**src/rtl/ppf_pkg.sv**
```systemverilog
package ppf_pkg;
  localparam int unsigned PPF_AW = 8;
  localparam int unsigned PPF_DW = 32;

  localparam logic [PPF_AW-1:0] OFF_STAGE1 = 8'h28;
  localparam logic [PPF_AW-1:0] OFF_STAGE2 = 8'h2C;
  localparam logic [PPF_AW-1:0] OFF_WINDOW = 8'h30;
  localparam logic [PPF_AW-1:0] OFF_CAPTURE = 8'h34;
  localparam logic [PPF_AW-1:0] OFF_STATUS = 8'h38;

  localparam int unsigned STAT_PEND_BIT = 0;
  localparam int unsigned STAT_BADPT_BIT = 1;
endpackage

```
**src/rtl/ppf_sync2.sv**
```systemverilog
module ppf_sync2 #(
  parameter int unsigned W = 8
) (
  input  logic         clk_i,
  input  logic         rst_ni,
  input  logic [W-1:0] d_i,
  output logic [W-1:0] s1_o,
  output logic [W-1:0] s2_o
);
  logic [W-1:0] s1_q, s2_q;

  always_ff @(posedge clk_i or negedge rst_ni) begin
    if (!rst_ni) begin
      s1_q <= '0;
      s2_q <= '0;
    end else begin
      s1_q <= d_i;
      s2_q <= s1_q;
    end
  end

  assign s1_o = s1_q;
  assign s2_o = s2_q;
endmodule

```
**src/rtl/ppf_filter.sv**
```systemverilog
module ppf_filter #(
  parameter int unsigned W    = 8,
  parameter int unsigned PT_W = 8
) (
  input  logic            clk_i,
  input  logic            rst_ni,
  input  logic [W-1:0]    s2_i,
  input  logic [PT_W-1:0] pt_i,
  output logic [W-1:0]    cap_o,
  output logic            fire_o
);
  localparam logic [PT_W-1:0] CNT_MAX = '1;

  logic [W-1:0]    prev_q, cap_q;
  logic [PT_W-1:0] cnt_q;
  logic            same, enough, fire;

  // cnt_q = k while s2 is equal to prev means s2 has held for k+2 cycles
  assign same   = (s2_i == prev_q);
  assign enough = (cnt_q >= (pt_i - PT_W'(1)));
  assign fire   = (pt_i != '0) && same && enough && (s2_i != cap_q);

  always_ff @(posedge clk_i or negedge rst_ni) begin
    if (!rst_ni) begin
      prev_q <= '0;
      cnt_q  <= '0;
      cap_q  <= '0;
    end else begin
      prev_q <= s2_i;
      if (!same)                cnt_q <= '0;
      else if (cnt_q != CNT_MAX) cnt_q <= cnt_q + PT_W'(1);
      if (fire) cap_q <= s2_i;
    end
  end

  assign cap_o  = cap_q;
  assign fire_o = fire;
endmodule

```
**src/rtl/ppf_regs.sv**
```systemverilog
module ppf_regs
  import ppf_pkg::*;
#(
  parameter int unsigned W    = 8,
  parameter int unsigned PT_W = 8
) (
  input  logic              clk_i,
  input  logic              rst_ni,
  input  logic [PPF_AW-1:0] addr_i,
  input  logic              wr_en_i,
  input  logic [PPF_DW-1:0] wdata_i,
  input  logic              rd_en_i,
  output logic [PPF_DW-1:0] rdata_o,
  input  logic [W-1:0]      s1_i,
  input  logic [W-1:0]      s2_i,
  input  logic [W-1:0]      cap_i,
  input  logic              fire_i,
  output logic [PT_W-1:0]   pt_o,
  output logic              irq_o
);
  logic [PT_W-1:0]   pt_q;
  logic              irq_q;
  logic [PPF_DW-1:0] rdata_q, rd_mux;
  logic              clr;

  assign clr = wr_en_i && (addr_i == OFF_STATUS) && wdata_i[STAT_PEND_BIT];

  always_comb begin
    rd_mux = '0;
    unique case (addr_i)
      OFF_STAGE1:  rd_mux[W-1:0] = s1_i;
      OFF_STAGE2:  rd_mux[W-1:0] = s2_i;
      OFF_WINDOW:  rd_mux[PT_W-1:0] = pt_q;
      OFF_CAPTURE: rd_mux[W-1:0] = cap_i;
      OFF_STATUS: begin
        rd_mux[STAT_PEND_BIT]  = irq_q;
        rd_mux[STAT_BADPT_BIT] = (pt_q == PT_W'(1));
      end
      default: rd_mux = '0;
    endcase
  end

  always_ff @(posedge clk_i or negedge rst_ni) begin
    if (!rst_ni) begin
      pt_q    <= '0;
      irq_q   <= 1'b0;
      rdata_q <= '0;
    end else begin
      if (wr_en_i && addr_i == OFF_WINDOW) pt_q <= wdata_i[PT_W-1:0];
      if (fire_i)   irq_q <= 1'b1;  // set beats clear
      else if (clr) irq_q <= 1'b0;
      if (rd_en_i) rdata_q <= rd_mux;
    end
  end

  assign pt_o    = pt_q;
  assign irq_o   = irq_q;
  assign rdata_o = rdata_q;
endmodule

```
**src/rtl/pin_persist_filter.sv**
```systemverilog
module pin_persist_filter
  import ppf_pkg::*;
#(
  parameter int unsigned PIN_W = 8,
  parameter int unsigned PT_W  = 8
) (
  input  logic              clk_i,
  input  logic              rst_ni,
  input  logic [PIN_W-1:0]  pins_i,
  input  logic [PPF_AW-1:0] addr_i,
  input  logic              wr_en_i,
  input  logic [PPF_DW-1:0] wdata_i,
  input  logic              rd_en_i,
  output logic [PPF_DW-1:0] rdata_o,
  output logic              irq_o
);
  logic [PIN_W-1:0] s1, s2, cap;
  logic [PT_W-1:0]  pt;
  logic             fire;

  ppf_sync2 #(.W(PIN_W)) u_sync (
    .clk_i (clk_i),
    .rst_ni(rst_ni),
    .d_i   (pins_i),
    .s1_o  (s1),
    .s2_o  (s2)
  );

  ppf_filter #(.W(PIN_W), .PT_W(PT_W)) u_filt (
    .clk_i (clk_i),
    .rst_ni(rst_ni),
    .s2_i  (s2),
    .pt_i  (pt),
    .cap_o (cap),
    .fire_o(fire)
  );

  ppf_regs #(.W(PIN_W), .PT_W(PT_W)) u_regs (
    .clk_i  (clk_i),
    .rst_ni (rst_ni),
    .addr_i (addr_i),
    .wr_en_i(wr_en_i),
    .wdata_i(wdata_i),
    .rd_en_i(rd_en_i),
    .rdata_o(rdata_o),
    .s1_i   (s1),
    .s2_i   (s2),
    .cap_i  (cap),
    .fire_i (fire),
    .pt_o   (pt),
    .irq_o  (irq_o)
  );
endmodule

```
**config.mk**
```make
export PLATFORM = sky130hd
export DESIGN_NAME = pin_persist_filter
export DESIGN_NICKNAME = d
export VERILOG_FILES = /design/src/rtl/ppf_pkg.sv /design/src/rtl/ppf_sync2.sv /design/src/rtl/ppf_filter.sv /design/src/rtl/ppf_regs.sv /design/src/rtl/pin_persist_filter.sv
export SDC_FILE = /design/constraint.sdc
export NUM_CORES = 1
export LEC_CHECK = 0
export ABC_CLOCK_PERIOD_IN_PS = 3500
export BUFFER_PORTS_ARGS = -buffer_cell sky130_fd_sc_hd__buf_2
export CAP_MARGIN = 30
export CELL_PAD_IN_SITES_DETAIL_PLACEMENT = 1
export CELL_PAD_IN_SITES_GLOBAL_PLACEMENT = 1
export CORE_MARGIN = 1.5
export CORE_UTILIZATION = 24
export DETAILED_ROUTE_END_ITERATION = 8
export PLACE_DENSITY = 0.54
export SLEW_MARGIN = 25
export SYNTH_ARGS = -nofsm -noshare
export SYNTH_HDL_FRONTEND = slang
export SYNTH_SLANG_ARGS = --single-unit
```
**constraint.sdc**
```tcl
create_clock -name clk_i -period 3.5 [get_ports clk_i]
set_input_delay 0.175 -clock clk_i [delete_from_list [all_inputs] [get_ports clk_i]]
set_output_delay 0.175 -clock clk_i [all_outputs]
set_load 0.01 [all_outputs]
```
==> results.sh, run 1 <==
export IMPL_grt_pass1_wl_um=11300
export IMPL_period_share_pct=78.9
export IMPL_drc=0
export IMPL_worst_pin_slew_ns=0.619
export IMPL_hold_viol_final=0
export IMPL_min_delay_start="wdata_i[6]"
export IMPL_worstRegToRegCells=10
export IMPL_cts_tree="done"
export IMPL_setup_worst_path_class="flop to flop"
export IMPL_synthFlopType="dfrtp_1"
export IMPL_syn_area_um2=2900
export IMPL_antenna_found_initial=0
export IMPL_r2r_slack_ns=0.74
export IMPL_nFillCells=1346
export IMPL_start_kind="flop"
export IMPL_die_height_um=113
export IMPL_clkLatencyLatePin_ns=0.33
export IMPL_firstDrtPassIters=4
export IMPL_slew_headroom_pct=58.3
export IMPL_worst_path_largest_cell_delay_ns=0.43
export IMPL_pin_count=85
export IMPL_crit_slowest_cell="dfrtp_1"
export IMPL_setup_viol=0
export IMPL_r2r_end="u_filt.cap_o[0]"
export IMPL_skew_ns=0.00645
export IMPL_row_count=39
export IMPL_p_total_uw=1650
export IMPL_yosysWarnings=0
export IMPL_synth_edff_count=0
export IMPL_cp_max_fo=9
export IMPL_antenna_left=0
export IMPL_cts_buffer_depth=2
export IMPL_status="completed"
export IMPL_pwr_density_cell_nw_per_um2=469
export IMPL_cts_htree_levels=3
export IMPL_slew_viol_final=0
export IMPL_hold_end="u_regs.pt_o[6]"
export IMPL_grt_max_degree=36
export IMPL_syn_avg_cell_area_um2=11.3
export IMPL_cts_buffers=9
export IMPL_root_buffer="clkbuf_16"
export IMPL_wl_per_cell_um=14.7
export IMPL_maxCapViolations=0
export IMPL_port_buffers=36
export IMPL_cts_num_sinks=57
export IMPL_hp_class="primary input to flop"
export IMPL_post_cts_buffers=0
export IMPL_gp_congestion=0.716
export IMPL_endpoint_kind="flop"
export IMPL_coreArea_um2=11600
export IMPL_required_ns=3.71
export IMPL_drt_iter0_drc=65
export IMPL_via_per_inst=4.40
export IMPL_initial_core_util_pct=25.0
export IMPL_die_width_um=113
export IMPL_crit_chain="nor2_1 -> nand3_1 -> nor4_1 -> xnor2_1 -> ha_1 -> nand4_1 -> nor2_1 -> a211oi_1 -> nor3_4 -> mux2_2"
export IMPL_fin_tns_setup_ns=0
export IMPL_layout_nets=370
export IMPL_dp_slack_ns=0.712
export IMPL_critical_path_buf_inv_count=0
export IMPL_clk_pin_slew_ns=0.05
export IMPL_first_global_vias=2120
export IMPL_area_delta_synth_final_pct=21.5
export IMPL_p_leak_uw=0.00166
export IMPL_synthCells=256
export IMPL_ir_drop_v=0.000237
export IMPL_ys_ff_latch=57
export IMPL_worstPathArrival_ns=2.97
export IMPL_drive_gt1_share_pct=26.0
export IMPL_ys_seq_area_share_pct=49.2
export IMPL_track_usage_pct=11.6
export IMPL_synthArstFlopShare_pct=100
export IMPL_grt_overflow_total=0
export IMPL_rsz0062_at_grt="no"
export IMPL_fmax_mhz=362
export IMPL_drt_wl_total_um=6670
export IMPL_whs_path_depth=2
export IMPL_dieArea_um2=12700
export IMPL_place_hpwl_um=5090
export IMPL_timing_critical_path_mode_cell="nor2_1"
export IMPL_n_antenna_cell=0
export IMPL_route_vias_total=2001
export IMPL_postLayoutCoreUtil_pct=30.3
export IMPL_ys_types=39
export IMPL_min_period_ns=2.76
export IMPL_r2r_start="u_regs.pt_o[2]"
export IMPL_cp_top_family="simple AND/OR/NAND/NOR gates"
export IMPL_setup_ws_ns=0.737
==> state kept, by name (all words and copies together), names as in the netlist <==
signal,count
u_sync.s2_o,8
u_regs.rdata_o,8
u_regs.irq_o,1
u_sync.s1_o,8
u_filt.cnt_q,8
u_filt.cap_o,8
u_filt.prev_q,8
u_regs.pt_o,8
==> Yosys cell counts (3+ instances only) <==
master,n,share of area (%)
inv_1,4,0.52
ha_1,11,4.7
nor2_1,19,2.5
nor4_1,3,0.65
xnor2_1,14,4.2
and3_1,6,1.3
nand3_1,5,0.86
nand4_1,3,0.65
a222oi_1,3,1.0
xor2_1,10,3.0
mux2i_1,5,1.7
mux2_2,21,8.2
dfrtp_1,57,49
nor3_1,7,1.2
nand2_1,16,2.1
o2bb2ai_1,4,1.2
clkbuf_1,4,0.52
buf_4,24,6.2
a22o_1,3,0.91
nor2b_1,3,0.65
a211oi_1,3,0.78
o21ai_0,8,1.4
==> cell families after synthesis <==
family,Yosys count,synth area share [%]
AO/OA/AOI/OAI,28,7.29
XOR/XNOR,24,7.25
adder cells (fa/ha/maj),11,4.75
buffers and inverters,33,7.42
flip-flops,57,49.2
multiplexers,26,9.88
other,1,0.129
AND/OR/NAND/NOR,76,14.1
==> timing repair <==
item                                   4_1_cts  5_1_grt
resized for setup                            0        0
hold buffers                                 9        0
endpoints found under the hold margin       30        0
==> stage by stage <==
step | hold slack (ns) | instance area (um^2) | cells
finish | 0.0826 | 3520 | 455
global route | 0.0876 | 3520 | 455
CTS | 0.0737 | 3520 | 455
detailed placement | 0.194 | 3150 | 430
global placement | 0.186 | 3150 | 430
floorplan | -0.121 | 2990 | 279
==> how the worst max path moves through the flow <==
| stage | cells after the start | startpoint | endpoint |
|---|---|---|---|
| after floorplan | 10 | u_regs.pt_o[2] | u_filt.cap_o[0] |
| after global placement | 10 | u_regs.pt_o[3] | u_filt.cap_o[0] |
| after detailed placement | 10 | u_regs.pt_o[2] | u_filt.cap_o[5] |
| after CTS | 10 | u_regs.pt_o[2] | u_filt.cap_o[0] |
| after global routing | 10 | u_regs.pt_o[2] | u_filt.cap_o[0] |
| final | 10 | u_regs.pt_o[2] | u_filt.cap_o[0] |
==> where the power goes <==
group	internal [uW]	switching (uW)
sequential	679	20.5
combinational	63.1	85.0
clock	483	322
==> final cells by class <==
class / instances / area (um^2) / area share (%)
sequential: 57 / 1430 / 40.5
inverter: 4 / 15.0 / 0.426
multi-input combinational: 189 / 1340 / 38.1
tap: 143 / 179 / 5.08
clock buffer: 9 / 225 / 6.39
timing repair buffer: 46 / 278 / 7.88
clock inverter: 7 / 56.3 / 1.60
==> routing by layer <==
metal | share of wire, % | GRT usage (%)
met3 | 3.8 | 2.41
met5 | 0 | 0
met4 | 2.0 | 6.00
met2 | 46 | 18.0
met1 | 48 | 15.4
==> placed cells by master (no fill, tap or decap), types with 9 or more instances in the layout <==
master,n
nor2_1,19
clkbuf_16,9
dlygate4sd3_1,9
ha_1,11
dfrtp_1,57
xnor2_1,14
conb_1,24
nand2_1,16
xor2_1,10
buf_2,36
mux2_2,21
(Power assumes the default switching activity.)
==> run 2, diff against run 1 <==
--- a/config.mk
+++ b/config.mk
@@ -5,7 +5,7 @@
 export SDC_FILE = /design/constraint.sdc
 export NUM_CORES = 1
 export LEC_CHECK = 0
-export ABC_CLOCK_PERIOD_IN_PS = 3500
+export ABC_CLOCK_PERIOD_IN_PS = 2400
 export BUFFER_PORTS_ARGS = -buffer_cell sky130_fd_sc_hd__buf_2
 export CAP_MARGIN = 30
 export CELL_PAD_IN_SITES_DETAIL_PLACEMENT = 1
@@ -13,7 +13,7 @@
 export CORE_MARGIN = 1.5
 export CORE_UTILIZATION = 24
 export DETAILED_ROUTE_END_ITERATION = 8
-export PLACE_DENSITY = 0.54
+export PLACE_DENSITY = 0.55
 export SLEW_MARGIN = 25
 export SYNTH_ARGS = -nofsm -noshare
 export SYNTH_HDL_FRONTEND = slang
==> constraint.sdc (replaced) <==
create_clock -name clk_i -period 2.4 [get_ports clk_i]
set_input_delay 0.12 -clock clk_i [delete_from_list [all_inputs] [get_ports clk_i]]
set_output_delay 0.12 -clock clk_i [all_outputs]
set_load 0.01 [all_outputs]
==> run 2 against run 1 <==
Against the previous run: the flow now finishes with violations (setup timing); via count is 6.1% higher; non-clock buffer count increased by 21; clock power is 54% higher; clock skew down 0.0013 ns; count of clock-buffer cells in the layout is 2 higher; flip-flop and latch count unchanged; cell area up 9.6%; global-route usage grew 0.75 points; die area stayed put; routed wire length is 8.2% higher; sequential share of layout area is 3.6 points lower; register-to-register slack got worse by 0.83 ns; largest cell class is now multi-input gates; highest routed layer unchanged.
==> results.sh, run 2 (same netlist as run 1, synthesis figures left out) <==
export IMPL_endpoint_kind="flop"
export IMPL_wl_met3_um=267
export IMPL_required_ns=2.61
export IMPL_crit_start="u_regs.pt_o[3]"
export IMPL_rsz0062_at_grt="yes"
export IMPL_antenna_found_initial=0
export IMPL_r2r_slack_ns=-0.09
export IMPL_switchingPower_uw=629
export IMPL_die_height_um=113
export IMPL_cp_top_family="compound AO/OA/AOI/OAI gates"
export IMPL_drt_wl_total_um=7220
export IMPL_worst_path_largest_cell_delay_ns=0.40
export IMPL_nFillCells=1302
export IMPL_pwr_density_cell_nw_per_um2=663
export IMPL_p_leak_uw=0.00183
export IMPL_setup_worst_path_class="flop to flop"
export IMPL_grt_max_degree=33
export IMPL_die_width_um=113
export IMPL_min_delay_start="wdata_i[6]"
export IMPL_row_count=39
export IMPL_wl_met1_um=3470
export IMPL_setup_ws_ns=-0.0892
export IMPL_crit_slowest_cell="dfrtp_1"
export IMPL_period_share_pct=104
export IMPL_final_common_cell="dfrtp_1"
export IMPL_switching_share_pct=24.6
export IMPL_top_layer="met4"
export IMPL_ir_drop_v=0.000325
export IMPL_drc=0
export IMPL_clk_pin_slew_ns=0.05
export IMPL_firstDrtPassIters=4
export IMPL_r2r_start="u_regs.pt_o[3]"
export IMPL_cts_htree_levels=3
export IMPL_cp_max_fo=5
export IMPL_cts_buffers=9
export IMPL_initial_core_util_pct=25.0
export IMPL_gp_congestion=0.757
export IMPL_clkLatencyLatePin_ns=0.33
export IMPL_wl_met2_um=3320
export IMPL_place_hpwl_um=5180
export IMPL_fmax_mhz=402
export IMPL_coreArea_um2=11600
export IMPL_layout_nets=392
export IMPL_drt_iter0_drc=71
export IMPL_grt_overflow_total=0
export IMPL_slew_viol_final=0
export IMPL_combPwrFrac_pct=11.8
export IMPL_slew_headroom_pct=48.3
export IMPL_cts_num_sinks=57
export IMPL_worst_pin_slew_ns=0.776
export IMPL_setup_viol=9
export IMPL_track_usage_pct=12.4
export IMPL_area_delta_synth_final_pct=33.2
export IMPL_n_antenna_cell=0
export IMPL_dieArea_um2=12700
export IMPL_clockPowerShare_pct=48.5
export IMPL_skew_ns=0.00518
export IMPL_critical_path_buf_inv_count=2
export IMPL_crit_chain="nor2_4 -> buf_6 -> nand2_4 -> nor3_4 -> xnor2_1 -> ha_1 -> o21ai_2 -> nor2_2 -> a211oi_4 -> nor3_4 -> buf_6 -> mux2_4"
export IMPL_worst_hold_slack_ns=0.0288
export IMPL_root_buffer="clkbuf_16"
export IMPL_min_period_ns=2.49
export IMPL_port_buffers=36
export IMPL_final_cell_mix="57 x dfrtp_1, 36 x buf_2, 24 x conb_1"
export IMPL_wl_per_cell_um=15.1
export IMPL_cts_tree="done"
export IMPL_maxCapViolations=0
export IMPL_pwr_share_seq_pct=39.7
export IMPL_antenna_left=0
export IMPL_pin_count=85
export IMPL_violations="setup timing"
export IMPL_drive_gt1_share_pct=36.2
export IMPL_via_per_inst=4.45
export IMPL_worstPathArrival_ns=2.70
export IMPL_hold_viol_final=0
export IMPL_status="complete, but fails checks"
export IMPL_grt_pass1_wl_um=12100
export IMPL_dp_cells=446
export IMPL_instances_no_fill=477
export IMPL_cts_buffer_depth=2
export IMPL_start_kind="flop"
export IMPL_hp_class="primary input to flop"
export IMPL_route_vias_total=2124
export IMPL_p_int_uw=1930
export IMPL_first_global_vias=2330
-- run 2: cell count changes in the layout (fill, tap and decap cells not counted), moves of 3 or more --
cell,before,now
mux2_4,0,4
clkinv_4,4,1
nor2_1,19,15
mux2_2,21,17
buf_4,1,19
buf_6,0,3
a211oi_1,3,0
-- run 2: cell type report --
| class | count | area [um^2] | area share [%] |
|---|---|---|---|
| Inverter | 4 | 15.0 | 0.389 |
| Clock inverter | 5 | 56.3 | 1.46 |
| Multi-Input combinational cell | 190 | 1510 | 39.0 |
| Tap cell | 143 | 179 | 4.63 |
| Clock buffer | 11 | 233 | 6.03 |
| Sequential cell | 57 | 1430 | 36.9 |
| Timing Repair Buffer | 67 | 447 | 11.6 |
-- run 2: worst register-to-register path: stages, from the launching register on --
cell and delay (ns):
dfrtp_1 0.40, nor2_4 0.18, buf_6 0.13, nand2_4 0.05
nor3_4 0.12, xnor2_1 0.15, ha_1 0.29, o21ai_2 0.13
nor2_2 0.06, a211oi_4 0.34, nor3_4 0.07, buf_6 0.16
mux2_4 0.30
-- run 2: routing by layer --
metal / global-route usage [%] / up-vias
met4: 5.83 / 0
met5: 0 / -
met1: 16.3 / 1045
li1: - / 1011
met2: 19.2 / 55
met3: 3.11 / 13
-- run 2: final timing paths --
check	cells after the start	endpoint
max reg2reg	12	u_filt.cap_o[5]
min reg2reg	0	u_sync.s2_o[4]
max in group asynchronous	3	u_filt.prev_q[5]
max	12	u_filt.cap_o[5]
min in group asynchronous	2	u_regs.pt_o[2]
min	2	u_regs.pt_o[6]
-- run 2: what timing repair did --
item,CTS,global route
setup endpoints to repair,9,9
cloned,1,0
hold buffers,9,0
gates resized for setup,21,15
pin swaps,7,9
hold endpoints to repair,38,0
buffers inserted,5,1
-- run 2: power by group through the flow --
stage	clock network, uW	logic, uW	registers [uW]
2_1_floorplan	0	163	1030
3_3_place_gp	0	234	1030
3_5_place_dp	0	239	1030
4_1_cts	1270	279	1020
5_1_grt	1320	337	1020
6_report	1240	302	1020
-- run 2: metrics by stage --
step	TNS (ns)	area [um^2]	util [%]	total power (uW)	worst slack, ns
2_1_floorplan	0	2990	-	1190	0.0107
3_3_place_gp	-0.923	3280	28.2	1260	-0.114
3_5_place_dp	-1.46	3280	28.2	1270	-0.181
4_1_cts	-0.552	3780	32.6	2560	-0.0856
5_1_grt	-1.54	3860	33.3	2680	-0.216
6_report	-0.454	3860	33.3	2560	-0.0892
